==> config.mk <==
export PLATFORM = sky130hd
export DESIGN_NAME = mbus_demux
export DESIGN_NICKNAME = d
export VERILOG_FILES = /design/src/rtl/mbus_pkg.sv /design/src/rtl/mbus_addr_latch.sv /design/src/rtl/mbus_rom_decode.sv /design/src/rtl/mbus_data_steer.sv /design/src/rtl/mbus_demux.sv
export SDC_FILE = /design/constraint.sdc
export NUM_CORES = 1
export LEC_CHECK = 0
export BUFFER_PORTS_ARGS = -buffer_cell sky130_fd_sc_hd__buf_2
export CAP_MARGIN = 10
export CORE_MARGIN = 4
export CORE_UTILIZATION = 32
export CTS_CLUSTER_SIZE = 40
export DETAILED_ROUTE_END_ITERATION = 12
export GPL_TIMING_DRIVEN = 0
export PLACE_DENSITY = 0.75
export SYNTH_ARGS = -nofsm -noshare
export SYNTH_HDL_FRONTEND = slang
export SYNTH_SLANG_ARGS = --single-unit
export TNS_END_PERCENT = 10
==> constraint.sdc <==
create_clock -name clk_i -period 0.9 [get_ports clk_i]
set_clock_uncertainty 0.2 [all_clocks]
set_input_delay 0.045 -clock clk_i [delete_from_list [all_inputs] [get_ports clk_i]]
set_output_delay 0.045 -clock clk_i [all_outputs]
set_load 0.005 [all_outputs]
==> src/rtl/mbus_pkg.sv <==
package mbus_pkg;
  localparam int unsigned BUS_W   = 8;
  localparam int unsigned ADDR_W  = 16;
  localparam int unsigned N_BANKS = 2;

  typedef enum logic [1:0] {
    BANK_NONE = 2'b00,
    BANK_HI   = 2'b01,
    BANK_LO   = 2'b10
  } bank_e;
endpackage

==> src/rtl/mbus_addr_latch.sv <==
module mbus_addr_latch
  import mbus_pkg::*;
(
  input  logic             clk_i,
  input  logic             rst_ni,
  input  logic             as_i,
  input  logic [BUS_W-1:0] ad_i,
  output logic [BUS_W-1:0] lo_o
);
  logic [BUS_W-1:0] held_q;

  always_ff @(posedge clk_i or negedge rst_ni) begin
    if (!rst_ni)   held_q <= '0;
    else if (as_i) held_q <= ad_i;
  end

  // transparent during the strobe, held afterwards
  assign lo_o = as_i ? ad_i : held_q;

  a_r2_hold_after_strobe: assert property (@(posedge clk_i) disable iff (!rst_ni)
    (!as_i && $past(!as_i)) |-> $stable(lo_o));
endmodule

==> src/rtl/mbus_rom_decode.sv <==
module mbus_rom_decode
  import mbus_pkg::*;
#(
  parameter int unsigned ROM0_AW = 13,
  parameter int unsigned ROM1_AW = 12
) (
  input  logic               clk_i,
  input  logic               rst_ni,
  input  logic               e_i,
  input  logic [ADDR_W-1:0]  addr_i,
  output logic [N_BANKS-1:0] sel_o,
  output logic [ROM0_AW-1:0] rom0_a_o,
  output logic [ROM1_AW-1:0] rom1_a_o
);
  localparam int unsigned A_REGION = ADDR_W - 1;
  localparam int unsigned A_BANK   = ADDR_W - 2;

  bank_e bank;

  always_comb begin
    bank = BANK_NONE;
    if (e_i && addr_i[A_REGION])
      bank = addr_i[A_BANK] ? BANK_HI : BANK_LO;
  end

  assign sel_o    = bank;
  assign rom0_a_o = addr_i[ROM0_AW-1:0];
  assign rom1_a_o = addr_i[ROM1_AW-1:0];

  a_r6_no_sel_addr_phase: assert property (@(posedge clk_i) disable iff (!rst_ni)
    !e_i |-> (sel_o == '0));
  a_r4_one_bank: assert property (@(posedge clk_i) disable iff (!rst_ni)
    $onehot0(sel_o));
  a_r5_region_only: assert property (@(posedge clk_i) disable iff (!rst_ni)
    (sel_o != '0) |-> addr_i[A_REGION]);
endmodule

==> src/rtl/mbus_data_steer.sv <==
module mbus_data_steer
  import mbus_pkg::*;
(
  input  logic                         clk_i,
  input  logic                         rst_ni,
  input  logic                         e_i,
  input  logic                         rw_i,
  input  logic [N_BANKS-1:0]           sel_i,
  input  logic [N_BANKS-1:0][BUS_W-1:0] rom_q_i,
  input  logic [BUS_W-1:0]             ad_i,
  output logic [BUS_W-1:0]             bus_o,
  output logic                         bus_oe_o,
  output logic                         wr_stb_o,
  output logic [BUS_W-1:0]             wr_data_o
);
  logic rd_phase;
  logic [N_BANKS-1:0][BUS_W-1:0] masked;
  logic [BUS_W-1:0] wd_q;

  assign rd_phase = e_i & rw_i;

  for (genvar g = 0; g < N_BANKS; g++) begin : g_bank
    assign masked[g] = (rd_phase && sel_i[g]) ? rom_q_i[g] : '0;
  end

  always_comb begin
    bus_o = '0;
    for (int i = 0; i < N_BANKS; i++) bus_o |= masked[i];
  end

  assign bus_oe_o = rd_phase & (|sel_i);
  assign wr_stb_o = e_i & ~rw_i;

  always_ff @(posedge clk_i or negedge rst_ni) begin
    if (!rst_ni)       wd_q <= '0;
    else if (wr_stb_o) wd_q <= ad_i;
  end
  assign wr_data_o = wd_q;

  a_r10_no_drive_on_write: assert property (@(posedge clk_i) disable iff (!rst_ni)
    !rw_i |-> !bus_oe_o);
  a_r9_wdata_hold: assert property (@(posedge clk_i) disable iff (!rst_ni)
    $past(!wr_stb_o) |-> $stable(wr_data_o));
endmodule

==> src/rtl/mbus_demux.sv <==
module mbus_demux
  import mbus_pkg::*;
#(
  parameter int unsigned ROM0_AW = 13,
  parameter int unsigned ROM1_AW = 12
) (
  input  logic               clk_i,
  input  logic               rst_ni,
  input  logic               as_i,
  input  logic               e_i,
  input  logic               rw_i,
  input  logic [7:0]         addr_hi_i,
  input  logic [7:0]         ad_i,
  input  logic [7:0]         rom0_q_i,
  input  logic [7:0]         rom1_q_i,
  output logic [15:0]        addr_o,
  output logic [1:0]         rom_sel_o,
  output logic [ROM0_AW-1:0] rom0_a_o,
  output logic [ROM1_AW-1:0] rom1_a_o,
  output logic [7:0]         bus_o,
  output logic               bus_oe_o,
  output logic               wr_stb_o,
  output logic [7:0]         wr_data_o
);
  logic [BUS_W-1:0] lo;
  logic [N_BANKS-1:0][BUS_W-1:0] rom_q;

  mbus_addr_latch u_latch (
    .clk_i, .rst_ni, .as_i, .ad_i, .lo_o(lo)
  );

  assign addr_o = {addr_hi_i, lo};
  assign rom_q  = {rom1_q_i, rom0_q_i};

  mbus_rom_decode #(.ROM0_AW(ROM0_AW), .ROM1_AW(ROM1_AW)) u_dec (
    .clk_i, .rst_ni, .e_i, .addr_i(addr_o),
    .sel_o(rom_sel_o), .rom0_a_o, .rom1_a_o
  );

  mbus_data_steer u_steer (
    .clk_i, .rst_ni, .e_i, .rw_i, .sel_i(rom_sel_o), .rom_q_i(rom_q), .ad_i,
    .bus_o, .bus_oe_o, .wr_stb_o, .wr_data_o
  );

  a_r8_drive_needs_read: assert property (@(posedge clk_i) disable iff (!rst_ni)
    bus_oe_o |-> (e_i && rw_i && addr_o[15]));
  a_r1_transparent: assert property (@(posedge clk_i) disable iff (!rst_ni)
    as_i |-> (addr_o[7:0] == ad_i));
endmodule

== After elaboration in Yosys (flattened, before gate mapping) ==
Index checks and enable logic that the tools add are counted.

* Register bits after elaboration: 16
* Input bits: 37
* Word-level logic and storage cells: 16

* Mux-type cells: 5
* Bitwise operators: 5
* Reductions and logical operators: 4

{| class="wikitable"
|+ Operators by type and width
! kind !! count
|-
| $mux W8 || 3
|-
| $or A8 B8 Y8 || 1
|-
| $mux W2 || 2
|-
| $and A1 B1 Y1 || 3
|-
| $logic_and A1 B1 Y1 || 3
|-
| $reduce_or A2 Y1 || 1
|-
| $not A1 Y1 || 1
|}

== Longest topological paths before layout ==
Gate-level depths: netlist (run 1).

* Depth after elaboration: 5
* Depth in mapped cells: 3
* Mapped depth without buffers: 2

== Hierarchy ==
A second synthesis (run 1) with hierarchy kept.

* Cells, all modules: 91
* Area, all modules: 1049.8 µm²

{| class="wikitable"
|+ Modules (own cells, without submodules)
! module !! instances !! cells an instance !! area an instance (µm²) !! seq. area each (µm²)
|-
| mbus_data_steer || 1 || 39 || 454.2 || 200.2
|-
| mbus_addr_latch || 1 || 17 || 331.6 || 200.2
|-
| mbus_rom_decode || 1 || 27 || 203.9 || 0.0
|-
| mbus_demux || 1 || 8 || 60.1 || 0.0
|}

== Worst setup path after synthesis (run 1) ==
No wires, ideal clock.

* Path kind: register -> output
* From: reg u_latch.held_q[0]
* To: out rom0_a_o[0]
* Arrival: 760 ps
* Setup slack: -105 ps
* Stages on the path, launching flop included: 3
* Path buffers: 1
* Cell sequence: dfrtp_1 > mux2_2 > buf_4

* Cells in the longest elaborated chain, start to end: 1

{| class="wikitable"
|+ Ends and longest elaborated chain
! element !! RTL line !! RTL
|-
| from (decl) || mbus_addr_latch.sv:10 || <nowiki>logic [BUS_W-1:0] held_q;</nowiki>
|-
| from (signal assigned) || mbus_addr_latch.sv:14 || <nowiki>else if (as_i) held_q <= ad_i;</nowiki>
|-
| $mux W8 || n/a ||
|-
| to (decl) || mbus_demux.sv:18 || <nowiki>output logic [ROM0_AW-1:0] rom0_a_o,</nowiki>
|}

Every way passes these cells.

== Worst setup path in the final report (run 1) ==
* From: reg u_latch.held_q[2]
* To: out rom1_a_o[2]

* Cells in the longest elaborated chain, start to end: 1

{| class="wikitable"
|+ Ends and longest elaborated chain
! element !! RTL line !! RTL
|-
| $mux W8 || n/a ||
|-
| to (decl) || mbus_demux.sv:19 || <nowiki>output logic [ROM1_AW-1:0] rom1_a_o,</nowiki>
|}

Every way passes these cells.

==> run metrics, run 1 <==
setup repair after global routing missed its margin=true; Power Internal=1664 uW; area of the mapped netlist=0.001022 sq mm; CTS Buf Count=3; final routed wirelength across all metal layers=about 2800 microns; Clock Power Share=between 20% and 30%; number of hold-slack violations in the final timing report=16; power per unit of standard cell area=1241 mW/mm^2; number of antenna repair diodes=0; switching part of the total power=25.27%; number of global-route vias before repair=1031; layout overhead on the synthesized area=75.52%; aggregate negative setup slack=-13700 ps; crit-path max FO=4; insertion delay to the later sink of the worst-skew pair=~270 ps; leading cell types in the layout, fill and taps excluded=sky130_fd_sc_hd__buf_2, sky130_fd_sc_hd__buf_6, sky130_fd_sc_hd__buf_4; post-route worst hold slack=-190.9 ps; most frequent standard cell in the layout excluding fill and tap cells=sky130_fd_sc_hd__buf_2; Layout Nets=223; weighted congestion at the end of routability-driven global placement=0.6532; number of antenna-violating nets in the routed design=0; global-route wire length before repair=4409 microns; maximum clock frequency=706.9 MHz; setup-violating endpoint count in the final report=48; part of the total power dissipated in sequential elements=37.9%; placeable core region=slightly above 0.003 sq mm; number of setup buffers added after CTS=0; Root Driver=sky130_fd_sc_hd__clkbuf_4; setup slack after layout=-514.7 ps; overall routing resource usage=13.11%; CTS sink cnt=16; Yosys warning total=0; vias per cell=4.170; relative slew slack=76.06%; site row count=20; sort of element at the end of the critical path=primary output; share of layout cells above drive strength 1=80.00%; count of filler cells inserted in the layout=about 280; reported max-cap violation count=0; register clock-pin slew on the reported worst setup and hold paths=90 ps; number of levels the H-tree was split into=1; critical path class=reg2out; die extent in y=64.52 microns; Leak=0.001045 uW; die area=0.004163 sq mm; number of nets in the synthesized netlist=128; first drt pass iteration count=3; Least-Margin Pin Slew=between 300 and 400 ps; residual DRC count=0; area taken by flip-flops and latches=about 400 sq um; data arrival at the endpoint of the critical path=1170 ps; number of vias after detailed routing=955; HPWL Detailed=2289 microns; Ports=between 90 and 100; period utilization=157.2%; Total Power=between 2000 and 2500 uW; wire per inst=12.34 microns; path class of the lowest-slack min-delay path=in2reg; power share of the combinational group=41.3%; initial detailed-routing violation count=29; CTS Buffer Depth=2; count of buffers inserted at the top-level ports=89; time the final worst path needs with I/O delays and setup=around 1400 ps; sequential element share of the synthesized area=39.17%; switching power total=562.9 uW; synth unique cells=13; number of buffers inserted by hold repair at cts=1; area of placed instances=0.001615 sq mm; total area of multi-input combinational cells=397.9 sq um; kind of start point of the critical path=register; final std cell area, no fill=0.001794 sq mm; TritonCTS clock tree=done; largest net degree at the start of global routing=17; status=finished with violations; total gr overflow=0; flops & latches, synth=16; DIE WIDTH=64.52 microns; cell count after synthesis=between 90 and 100; initial core utilization=33.48%; Avg Inst Size Synth=11.23 sq um; Slew Limit Fails=0; antenna violations before repair=0; required time reported for the critical path endpoint=650 ps; violated checks=hold timing, setup timing; peak supply drop=between 300 and 400 uV
## synth_stat cells (all sizes together)
master | number | area [sq um]
inv | 2 | 7.510
nor2 | 9 | 33.78
mux2i | 8 | 80.08
buf | 36 | 269.0
mux2 | 16 | 210.2
nand2 | 1 | 3.750
nand3 | 1 | 5.000
and3 | 1 | 6.260
nand2b | 1 | 6.260
dfrtp | 16 | 400.4
## kinds of logic after synthesis
group | count (synthesis) | share of synthesized area, %
flip-flops | 16 | 39.17
multiplexers | 24 | 28.40
AND/OR/NAND/NOR | 13 | 5.385
buffers and inverters | 38 | 27.05
## critical path, cell delays in order (launching register included)
cell and delay (ps):
sky130_fd_sc_hd__dfrtp_1 370, sky130_fd_sc_hd__mux2_4 300, sky130_fd_sc_hd__buf_6 120, sky130_fd_sc_hd__buf_6 100
## sequential cells by signal, summed over array words and instances (netlist names)
name / flops
u_steer.wr_data_o: 8
u_latch.held_q: 8
## power by group through the flow
| stage | registers [uW] | logic [uW] | clock network [uW] |
|---|---|---|---|
| 2_1_floorplan | 860 | 475 | 0 |
| 3_3_place_gp | 856 | 792 | 0 |
| 3_5_place_dp | 857 | 807 | 0 |
| 4_1_cts | 845 | 919 | 482 |
| 5_1_grt | 857 | 989 | 512 |
| 6_report | 845 | 919 | 464 |
## final timing paths
check	startpoint	end	slack, ps	cells past startpoint
worst max-delay path	u_latch.held_q[2]$_DFF_PN0_	rom1_a_o[2]	-510	3
worst min-delay path	ad_i[7]	u_steer.wr_data_o[7]$_DFFE_PN0P_	-190	2
worst max register to register	u_latch.held_q[2]$_DFF_PN0_	u_latch.held_q[2]$_DFF_PN0_	-90	1
worst min register to register	u_steer.wr_data_o[3]$_DFFE_PN0P_	u_steer.wr_data_o[3]$_DFFE_PN0P_	320	1
max in group asynchronous	rst_ni	u_steer.wr_data_o[6]$_DFFE_PN0P_	240	2
min in group asynchronous	rst_ni	u_steer.wr_data_o[4]$_DFFE_PN0P_	0	2
## cell type report
class / count / area share (%)
timing repair buffer: 90 / 30.96
sequential: 16 / 22.32
multi-input combinational: 37 / 22.18
buffer: 36 / 19.04
tap: 44 / 3.068
clock buffer: 4 / 2.022
inverter: 2 / 0.4184
## routing by layer
layer | track usage, % | part of all wire [%]
met5 | 0 | 0
met3 | 4.159 | 12
met1 | 14.03 | 36
met4 | 1.583 | 0
met2 | 25.52 | 51
## through the flow
step                      setup WS (ps)  util, %  instances
after floorplan                  -91.47        -         91
after global placement           -206.1    52.91        224
after detailed placement         -212.3    52.91        224
after CTS                        -528.4    58.03        229
after global routing             -560.3    58.77        229
final                            -514.7    58.77        229
## timing repair
item	in CTS	in global routing
pin swaps	0	0
gates cloned	0	0
endpoints found under the setup margin	56	53
endpoints found under the hold margin	32	16
resized for setup	19	4
Note: power is estimated with default switching activity, not from simulation.
==> run 2, diff against run 1 <==
- ABC_AREA: not set -> 1
- CORE_UTILIZATION: 32 -> 33
- PLACE_DENSITY: 0.75 -> 0.76
==> run metrics, run 2 <==
cell count after synthesis=126 (was 91); register clock-pin slew on the reported worst setup and hold paths=90 ps (about the same); most used standard cells in the synthesized netlist=sky130_fd_sc_hd__buf_4, sky130_fd_sc_hd__dfrtp_1, sky130_fd_sc_hd__nand2_1, sky130_fd_sc_hd__nor2_1 (was sky130_fd_sc_hd__buf_4, sky130_fd_sc_hd__dfrtp_1, sky130_fd_sc_hd__nor2_1); Register-to-Register Setup Slack=-60 ps (was -90 ps); TritonCTS clock tree=done (unchanged); Yosys warning total=0 (unchanged); initial core utilization=34.59% (was 33.48%); Leak=0.001024 uW (was 0.001045 uW); layout overhead on the synthesized area=69.33% (was 75.52%); DIE WIDTH=64.80 microns (was 64.52 microns); max incr delay on CP=370 ps (about the same); final routed wirelength across all metal layers=3032 microns (was 2826 microns); number of vias after detailed routing=1092 (was 955); Least-Margin Pin Slew=356.1 ps (was 359.1 ps); kind of start point of the critical path=register (unchanged); Ports=98 (unchanged); global-route wire length before repair=4678 microns (was 4409 microns); period utilization=147.7% (was 157.2%); HPWL Detailed=2409 microns (was 2289 microns); insertion delay to the later sink of the worst-skew pair=280 ps (was 270 ps); crit-path max FO=4 (unchanged); residual DRC count=0 (unchanged); number of antenna-violating nets in the routed design=0 (unchanged); largest net degree at the start of global routing=17 (unchanged); Setup crit end=rom1_a_o[2] (unchanged); share of async-settable or async-resettable flops after synthesis=100.0% (unchanged); power per unit of standard cell area=1098 mW/mm^2 (was 1241 mW/mm^2); share of layout cells above drive strength 1=71.49% (was 80.00%); Total Power=1979 uW (was 2227 uW); die area=0.004199 sq mm (was 0.004163 sq mm); setup slack after layout=-429.0 ps (was -514.7 ps); sort of element at the end of the critical path=primary output (unchanged); number of global-route vias before repair=1054 (was 1031); time the final worst path needs with I/O delays and setup=1329 ps (was 1415 ps); maximum clock frequency=752.5 MHz (was 706.9 MHz); wire per inst=11.44 microns (was 12.34 microns); Synth area leader=sky130_fd_sc_hd__dfrtp_1 (unchanged); vias per cell=4.121 (was 4.170); status=finished with violations (unchanged); number of antenna repair diodes=0 (unchanged); number of buffers inserted by hold repair at cts=1 (unchanged); proportion of netlist area held by the largest area contributor=37.60% (was 39.17%); path class of the lowest-slack min-delay path=in2reg (unchanged); weighted congestion at the end of routability-driven global placement=0.6817 (was 0.6532); Root Driver=sky130_fd_sc_hd__clkbuf_4 (unchanged); site row count=20 (unchanged); CTS sink cnt=16 (unchanged); number of cell instances on the worst register-to-register path=3 (was 1); leading cell types in the layout, fill and taps excluded=sky130_fd_sc_hd__buf_2, sky130_fd_sc_hd__buf_4, sky130_fd_sc_hd__nand2_1, sky130_fd_sc_hd__dfrtp_1, sky130_fd_sc_hd__buf_6 (was sky130_fd_sc_hd__buf_2, sky130_fd_sc_hd__buf_6, sky130_fd_sc_hd__buf_4); most frequent standard cell in the layout excluding fill and tap cells=sky130_fd_sc_hd__buf_2 (unchanged); Critical R2R Capture=u_latch.held_q[5]$_DFF_PN0_ (was u_latch.held_q[2]$_DFF_PN0_); violated checks=hold timing, setup timing (unchanged); dominant cell by count in the synthesized netlist=sky130_fd_sc_hd__buf_4 (unchanged); die extent in y=64.80 microns (was 64.52 microns); reported max-cap violation count=0 (unchanged); CTS Buf Count=3 (unchanged); launch point of the critical path=u_latch.held_q[2]$_DFF_PN0_ (unchanged); sequential element share of the synthesized area=37.60% (was 39.17%); peak supply drop=820.0 uV (was 397.6 uV); Layout Nets=260 (was 223); placeable core region=0.003078 sq mm (was 0.003053 sq mm); critical path class=reg2out (unchanged); number of levels the H-tree was split into=1 (unchanged); series of cell instances along the critical path=nor2_1 > a21oi_2 > buf_4 > buf_6 (was mux2_4 > buf_6 > buf_6); Avg Inst Size Synth=8.451 sq um (was 11.23 sq um); count of filler cells inserted in the layout=301 (was 277); aggregate negative setup slack=-10640 ps (was -13700 ps); highest-delay cell along the critical path=sky130_fd_sc_hd__dfrtp_1 (unchanged); post-route worst hold slack=-170.9 ps (was -190.9 ps); CTS Buffer Depth=2 (unchanged); initial detailed-routing violation count=20 (was 29); count of buffers inserted at the top-level ports=89 (unchanged); antenna violations before repair=0 (unchanged); area of the mapped netlist=0.001065 sq mm (was 0.001022 sq mm); Slew Limit Fails=0 (unchanged); count of flip-flops with a built-in enable after synthesis=0 (unchanged); overall routing resource usage=13.98% (was 13.11%); setup-violating endpoint count in the final report=42 (was 48); critical register-to-register path startpoint=u_latch.held_q[5]$_DFF_PN0_ (was u_latch.held_q[2]$_DFF_PN0_); setup repair after global routing missed its margin=true (unchanged); flops & latches, synth=16 (unchanged); relative slew slack=76.26% (was 76.06%); first drt pass iteration count=2 (was 3); total gr overflow=0 (unchanged); required time reported for the critical path endpoint=650 ps (about the same); data arrival at the endpoint of the critical path=1080 ps (was 1170 ps); number of nets in the synthesized netlist=163 (was 128); number of hold-slack violations in the final timing report=32 (was 16); synth unique cells=14 (was 13); largest cells by area after synthesis=sky130_fd_sc_hd__dfrtp_1, sky130_fd_sc_hd__buf_4, sky130_fd_sc_hd__nand3_2 (was sky130_fd_sc_hd__dfrtp_1, sky130_fd_sc_hd__buf_4, sky130_fd_sc_hd__mux2_4); prevailing post-synth register cell=sky130_fd_sc_hd__dfrtp_1 (unchanged)
run 2: cell count changes in the layout (fill, tap and decap cells not counted), sizes merged:
cell	previous run	this run
inv	2	11
buf	125	128
o21ai	0	8
mux2	16	0
mux2i	8	0
a21oi	0	8
nand2	1	18
nand3	1	16
nor2	9	11
nand2b	1	0
and3	1	0
run 2: logic make-up after synthesis:
group / Yosys count / share of synthesized area [%]
AOI/OAI and AO/OA: 16 / 7.521
buffers and inverters: 49 / 30.91
DFF: 16 / 37.60
and+or+nand+nor: 45 / 23.97
run 2: worst min-delay path by stage:
stage	start	end	slack, ps	cells past startpoint
floorplan	rst_ni	u_latch.held_q[0]$_DFF_PN0_	-450	0
CTS	ad_i[7]	u_steer.wr_data_o[7]$_DFFE_PN0P_	-170	3
global placement	rst_ni	u_latch.held_q[3]$_DFF_PN0_	-220	1
global route	ad_i[7]	u_steer.wr_data_o[7]$_DFFE_PN0P_	-170	3
finish	ad_i[7]	u_steer.wr_data_o[7]$_DFFE_PN0P_	-170	3
detailed placement	rst_ni	u_latch.held_q[3]$_DFF_PN0_	-230	1
run 2: final cells by class:
type,instances,area [sq um],share of cell area [%]
timing repair buffer,92,571.8,31.71
clock buffer,3,22.52,1.249
buffer,38,312.8,17.35
tap,44,55.05,3.053
sequential,16,400.4,22.21
inverter,11,46.29,2.568
multi-input combinational,61,394.1,21.86
run 2: routing by layer:
metal	track usage (%)	vias up	wire length (microns)
li1	-	556	-
met1	16.15	465	1110
met2	25.16	68	1512
met3	3.640	3	379
met4	3.958	0	29
met5	0	-	0
run 2: power breakdown:
group	internal [uW]	switching (uW)	total (uW)
combinational	460	325	785
clock	155	209	364
sequential	795	34.9	830
total	1410	569	1980
run 2: through the flow:
stage	std cells	utilization, %	area (sq um)	setup slack [ps]
6_report	265	58.58	1803	-429.0
5_1_grt	265	58.58	1803	-502.0
4_1_cts	263	55.57	1710	-425.7
3_5_place_dp	259	52.24	1608	-182.7
3_3_place_gp	259	52.24	1608	-161.9
2_1_floorplan	126	-	1107	0.3759
run 2: timing repair:
action / CTS / global route
buffers inserted: 0 / 2
setup endpoints to repair: 42 / 47
gates resized for setup: 14 / 18
hold endpoints to repair: 32 / 16
pin swaps: 1 / 0
cloned: 0 / 0
run 2: worst max-delay path: cells and delay by family, from the launching register on:
| family | cells | cell delay, ps |
|---|---|---|
| compound gates | 1 | 70 |
| flops | 1 | 370 |
| simple gates | 1 | 110 |
| buf+inv | 2 | 240 |
==> run 3, diff against run 2 <==
- CORE_ASPECT_RATIO: not set -> 0.7
- SKIP_LAST_GASP: not set -> 1
==> run metrics, run 3 (synthesized netlist as in run 2, its figures left out) <==
status=finished with violations (unchanged); violated checks=hold timing, setup timing (unchanged); sort of element at the end of the critical path=primary output (unchanged); vias per cell=4.160 (was 4.121); Ports=98 (unchanged); initial detailed-routing violation count=5 (was 20); number of antenna-violating nets in the routed design=0 (unchanged); kind of start point of the critical path=register (unchanged); insertion delay to the later sink of the worst-skew pair=240 ps (was 280 ps); reported max-cap violation count=0 (unchanged); Total Power=2163 uW (was 1979 uW); CTS Buf Count=3 (unchanged); relative slew slack=76.54% (was 76.26%); count of buffers inserted at the top-level ports=89 (unchanged); number of cell instances on the worst register-to-register path=3 (unchanged); post-route worst hold slack=-120.6 ps (was -170.9 ps); wire per inst=10.98 microns (was 11.44 microns); antenna violations before repair=0 (unchanged); number of levels the H-tree was split into=1 (unchanged); area of placed instances=0.001598 sq mm (was 0.001608 sq mm); power per unit of standard cell area=1261 mW/mm^2 (was 1098 mW/mm^2); site row count=16 (was 20); time the final worst path needs with I/O delays and setup=1273 ps (was 1329 ps); Register-to-Register Setup Slack=-60 ps (about the same); most frequent standard cell in the layout excluding fill and tap cells=sky130_fd_sc_hd__buf_2 (unchanged); peak supply drop=926.9 uV (was 820.0 uV); endpoint of the worst hold path=u_steer.wr_data_o[6]$_DFFE_PN0P_ (was u_steer.wr_data_o[7]$_DFFE_PN0P_); fraction of the core area covered by cells at the end of the flow=58.29% (was 58.58%); data arrival at the endpoint of the critical path=1030 ps (was 1080 ps); overall routing resource usage=12.13% (was 13.98%); register clock-pin slew on the reported worst setup and hold paths=70 ps (was 90 ps); number of antenna repair diodes=0 (unchanged); TritonCTS clock tree=done (unchanged); placeable core region=0.002943 sq mm (was 0.003078 sq mm); share of layout cells above drive strength 1=71.04% (was 71.49%); die extent in y=55.53 microns (was 64.80 microns); aggregate negative setup slack=-9827 ps (was -10640 ps); global-route wire length before repair=4181 microns (was 4678 microns); weighted congestion at the end of routability-driven global placement=0.7123 (was 0.6817); Slew Limit Fails=0 (unchanged); setup repair after global routing missed its margin=true (unchanged); number of vias after detailed routing=1069 (was 1092); Least-Margin Pin Slew=352.0 ps (was 356.1 ps); setup slack after layout=-373.0 ps (was -429.0 ps); largest net degree at the start of global routing=17 (unchanged); Layout Nets=259 (was 260); residual DRC count=0 (unchanged); leading cell types in the layout, fill and taps excluded=sky130_fd_sc_hd__buf_2, sky130_fd_sc_hd__buf_4, sky130_fd_sc_hd__nand2_1, sky130_fd_sc_hd__dfrtp_1 (was sky130_fd_sc_hd__buf_2, sky130_fd_sc_hd__buf_4, sky130_fd_sc_hd__nand2_1, sky130_fd_sc_hd__dfrtp_1, sky130_fd_sc_hd__buf_6); layout overhead on the synthesized area=61.11% (was 69.33%); setup-violating endpoint count in the final report=43 (was 42); number of hold-slack violations in the final timing report=15 (was 32); HPWL Detailed=2325 microns (was 2409 microns); path class of the lowest-slack min-delay path=in2reg (unchanged); maximum clock frequency=785.6 MHz (was 752.5 MHz); area taken by flip-flops and latches=400.4 sq um (unchanged); required time reported for the critical path endpoint=650 ps (about the same); total gr overflow=0 (unchanged); Critical R2R Capture=u_latch.held_q[1]$_DFF_PN0_ (was u_latch.held_q[5]$_DFF_PN0_); die area=0.004214 sq mm (was 0.004199 sq mm); crit-path max FO=4 (unchanged); final std cell area, no fill=0.001715 sq mm (was 0.001803 sq mm); Hold Startpoint=ad_i[6] (was ad_i[7]); total area of multi-input combinational cells=372.9 sq um (was 394.1 sq um); critical path class=reg2out (unchanged); count of filler cells inserted in the layout=267 (was 301); DIE WIDTH=75.89 microns (was 64.80 microns); initial core utilization=36.18% (was 34.59%); count of cells along the worst hold path=3 (unchanged); number of buffers inserted by hold repair at cts=1 (unchanged); CTS sink cnt=16 (unchanged); CTS Buffer Depth=2 (unchanged); critical register-to-register path startpoint=u_latch.held_q[1]$_DFF_PN0_ (was u_latch.held_q[5]$_DFF_PN0_); period utilization=141.4% (was 147.7%); Root Driver=sky130_fd_sc_hd__clkbuf_8 (was sky130_fd_sc_hd__clkbuf_4); number of global-route vias before repair=942 (was 1054); final routed wirelength across all metal layers=2822 microns (was 3032 microns); Leak=0.0009983 uW (was 0.001024 uW); first drt pass iteration count=2 (unchanged)
[run 3: changes by cell type in the layout (fill, tap and decap cells not counted), moves of 2 or more]
cell / delta
sky130_fd_sc_hd__buf_8: -3
sky130_fd_sc_hd__clkbuf_4: -4
sky130_fd_sc_hd__nand2_2: +2
sky130_fd_sc_hd__clkbuf_8: +4
sky130_fd_sc_hd__inv_4: -2
sky130_fd_sc_hd__buf_6: -7
sky130_fd_sc_hd__inv_2: +2
sky130_fd_sc_hd__buf_2: +11
[run 3: final cells by class]
class | instances | share of cell area (%)
Inverter | 11 | 2.407
Sequential cell | 16 | 23.34
Multi-Input combinational cell | 61 | 21.74
Timing Repair Buffer | 91 | 29.18
Buffer | 38 | 17.51
Clock buffer | 4 | 3.209
Tap cell | 36 | 2.626
[run 3: per-layer routing]
metal / track usage, % / vias up / share of wire [%]
li1: - / 555 / -
met1: 15.00 / 454 / 38
met2: 21.22 / 60 / 46
met3: 3.261 / 0 / 15
met4: 1.496 / 0 / 0
met5: 0 / - / 0
[run 3: timing repair]
action                                 CTS  global route
endpoints found under the hold margin   32            15
setup endpoints to repair               42            44
pin swaps                                0             0
resized for setup                        4             5
setup buffers                            0             1
[run 3: worst max-delay path: stages, from the launching register on]
cell                      delay, ps
sky130_fd_sc_hd__dfrtp_1        360
sky130_fd_sc_hd__nor2_1         110
sky130_fd_sc_hd__a21oi_2         70
sky130_fd_sc_hd__buf_4          130
sky130_fd_sc_hd__buf_2          110
[run 3: power breakdown]
part,switching (uW),leakage [uW],internal (uW)
Combinational,302,0.000781,405
Clock,237,0.0000288,387
Sequential,35.3,0.000188,796
[run 3: how the worst max path moves through the flow]
| stage | to | slack (ps) | cells past startpoint | from |
|---|---|---|---|---|
| floorplan | rom0_a_o[5] | 0.4 | 5 | as_i |
| global placement | u_steer.wr_data_o[7]$_DFFE_PN0P_ | -160 | 6 | rw_i |
| detailed placement | u_steer.wr_data_o[7]$_DFFE_PN0P_ | -160 | 6 | rw_i |
| CTS | rom0_a_o[3] | -380 | 4 | u_latch.held_q[3]$_DFF_PN0_ |
| global route | rom0_a_o[1] | -430 | 4 | u_latch.held_q[1]$_DFF_PN0_ |
| finish | rom0_a_o[3] | -370 | 4 | u_latch.held_q[3]$_DFF_PN0_ |
[run 3: stage by stage]
stage	worst slack [ps]	hold slack [ps]	cells
after floorplan	0.3759	-450.6	126
after CTS	-378.9	-121.9	256
after global routing	-431.2	-114.9	257
after detailed placement	-159.4	-226.9	251
final	-373.0	-120.6	257
after global placement	-156.8	-228.7	251
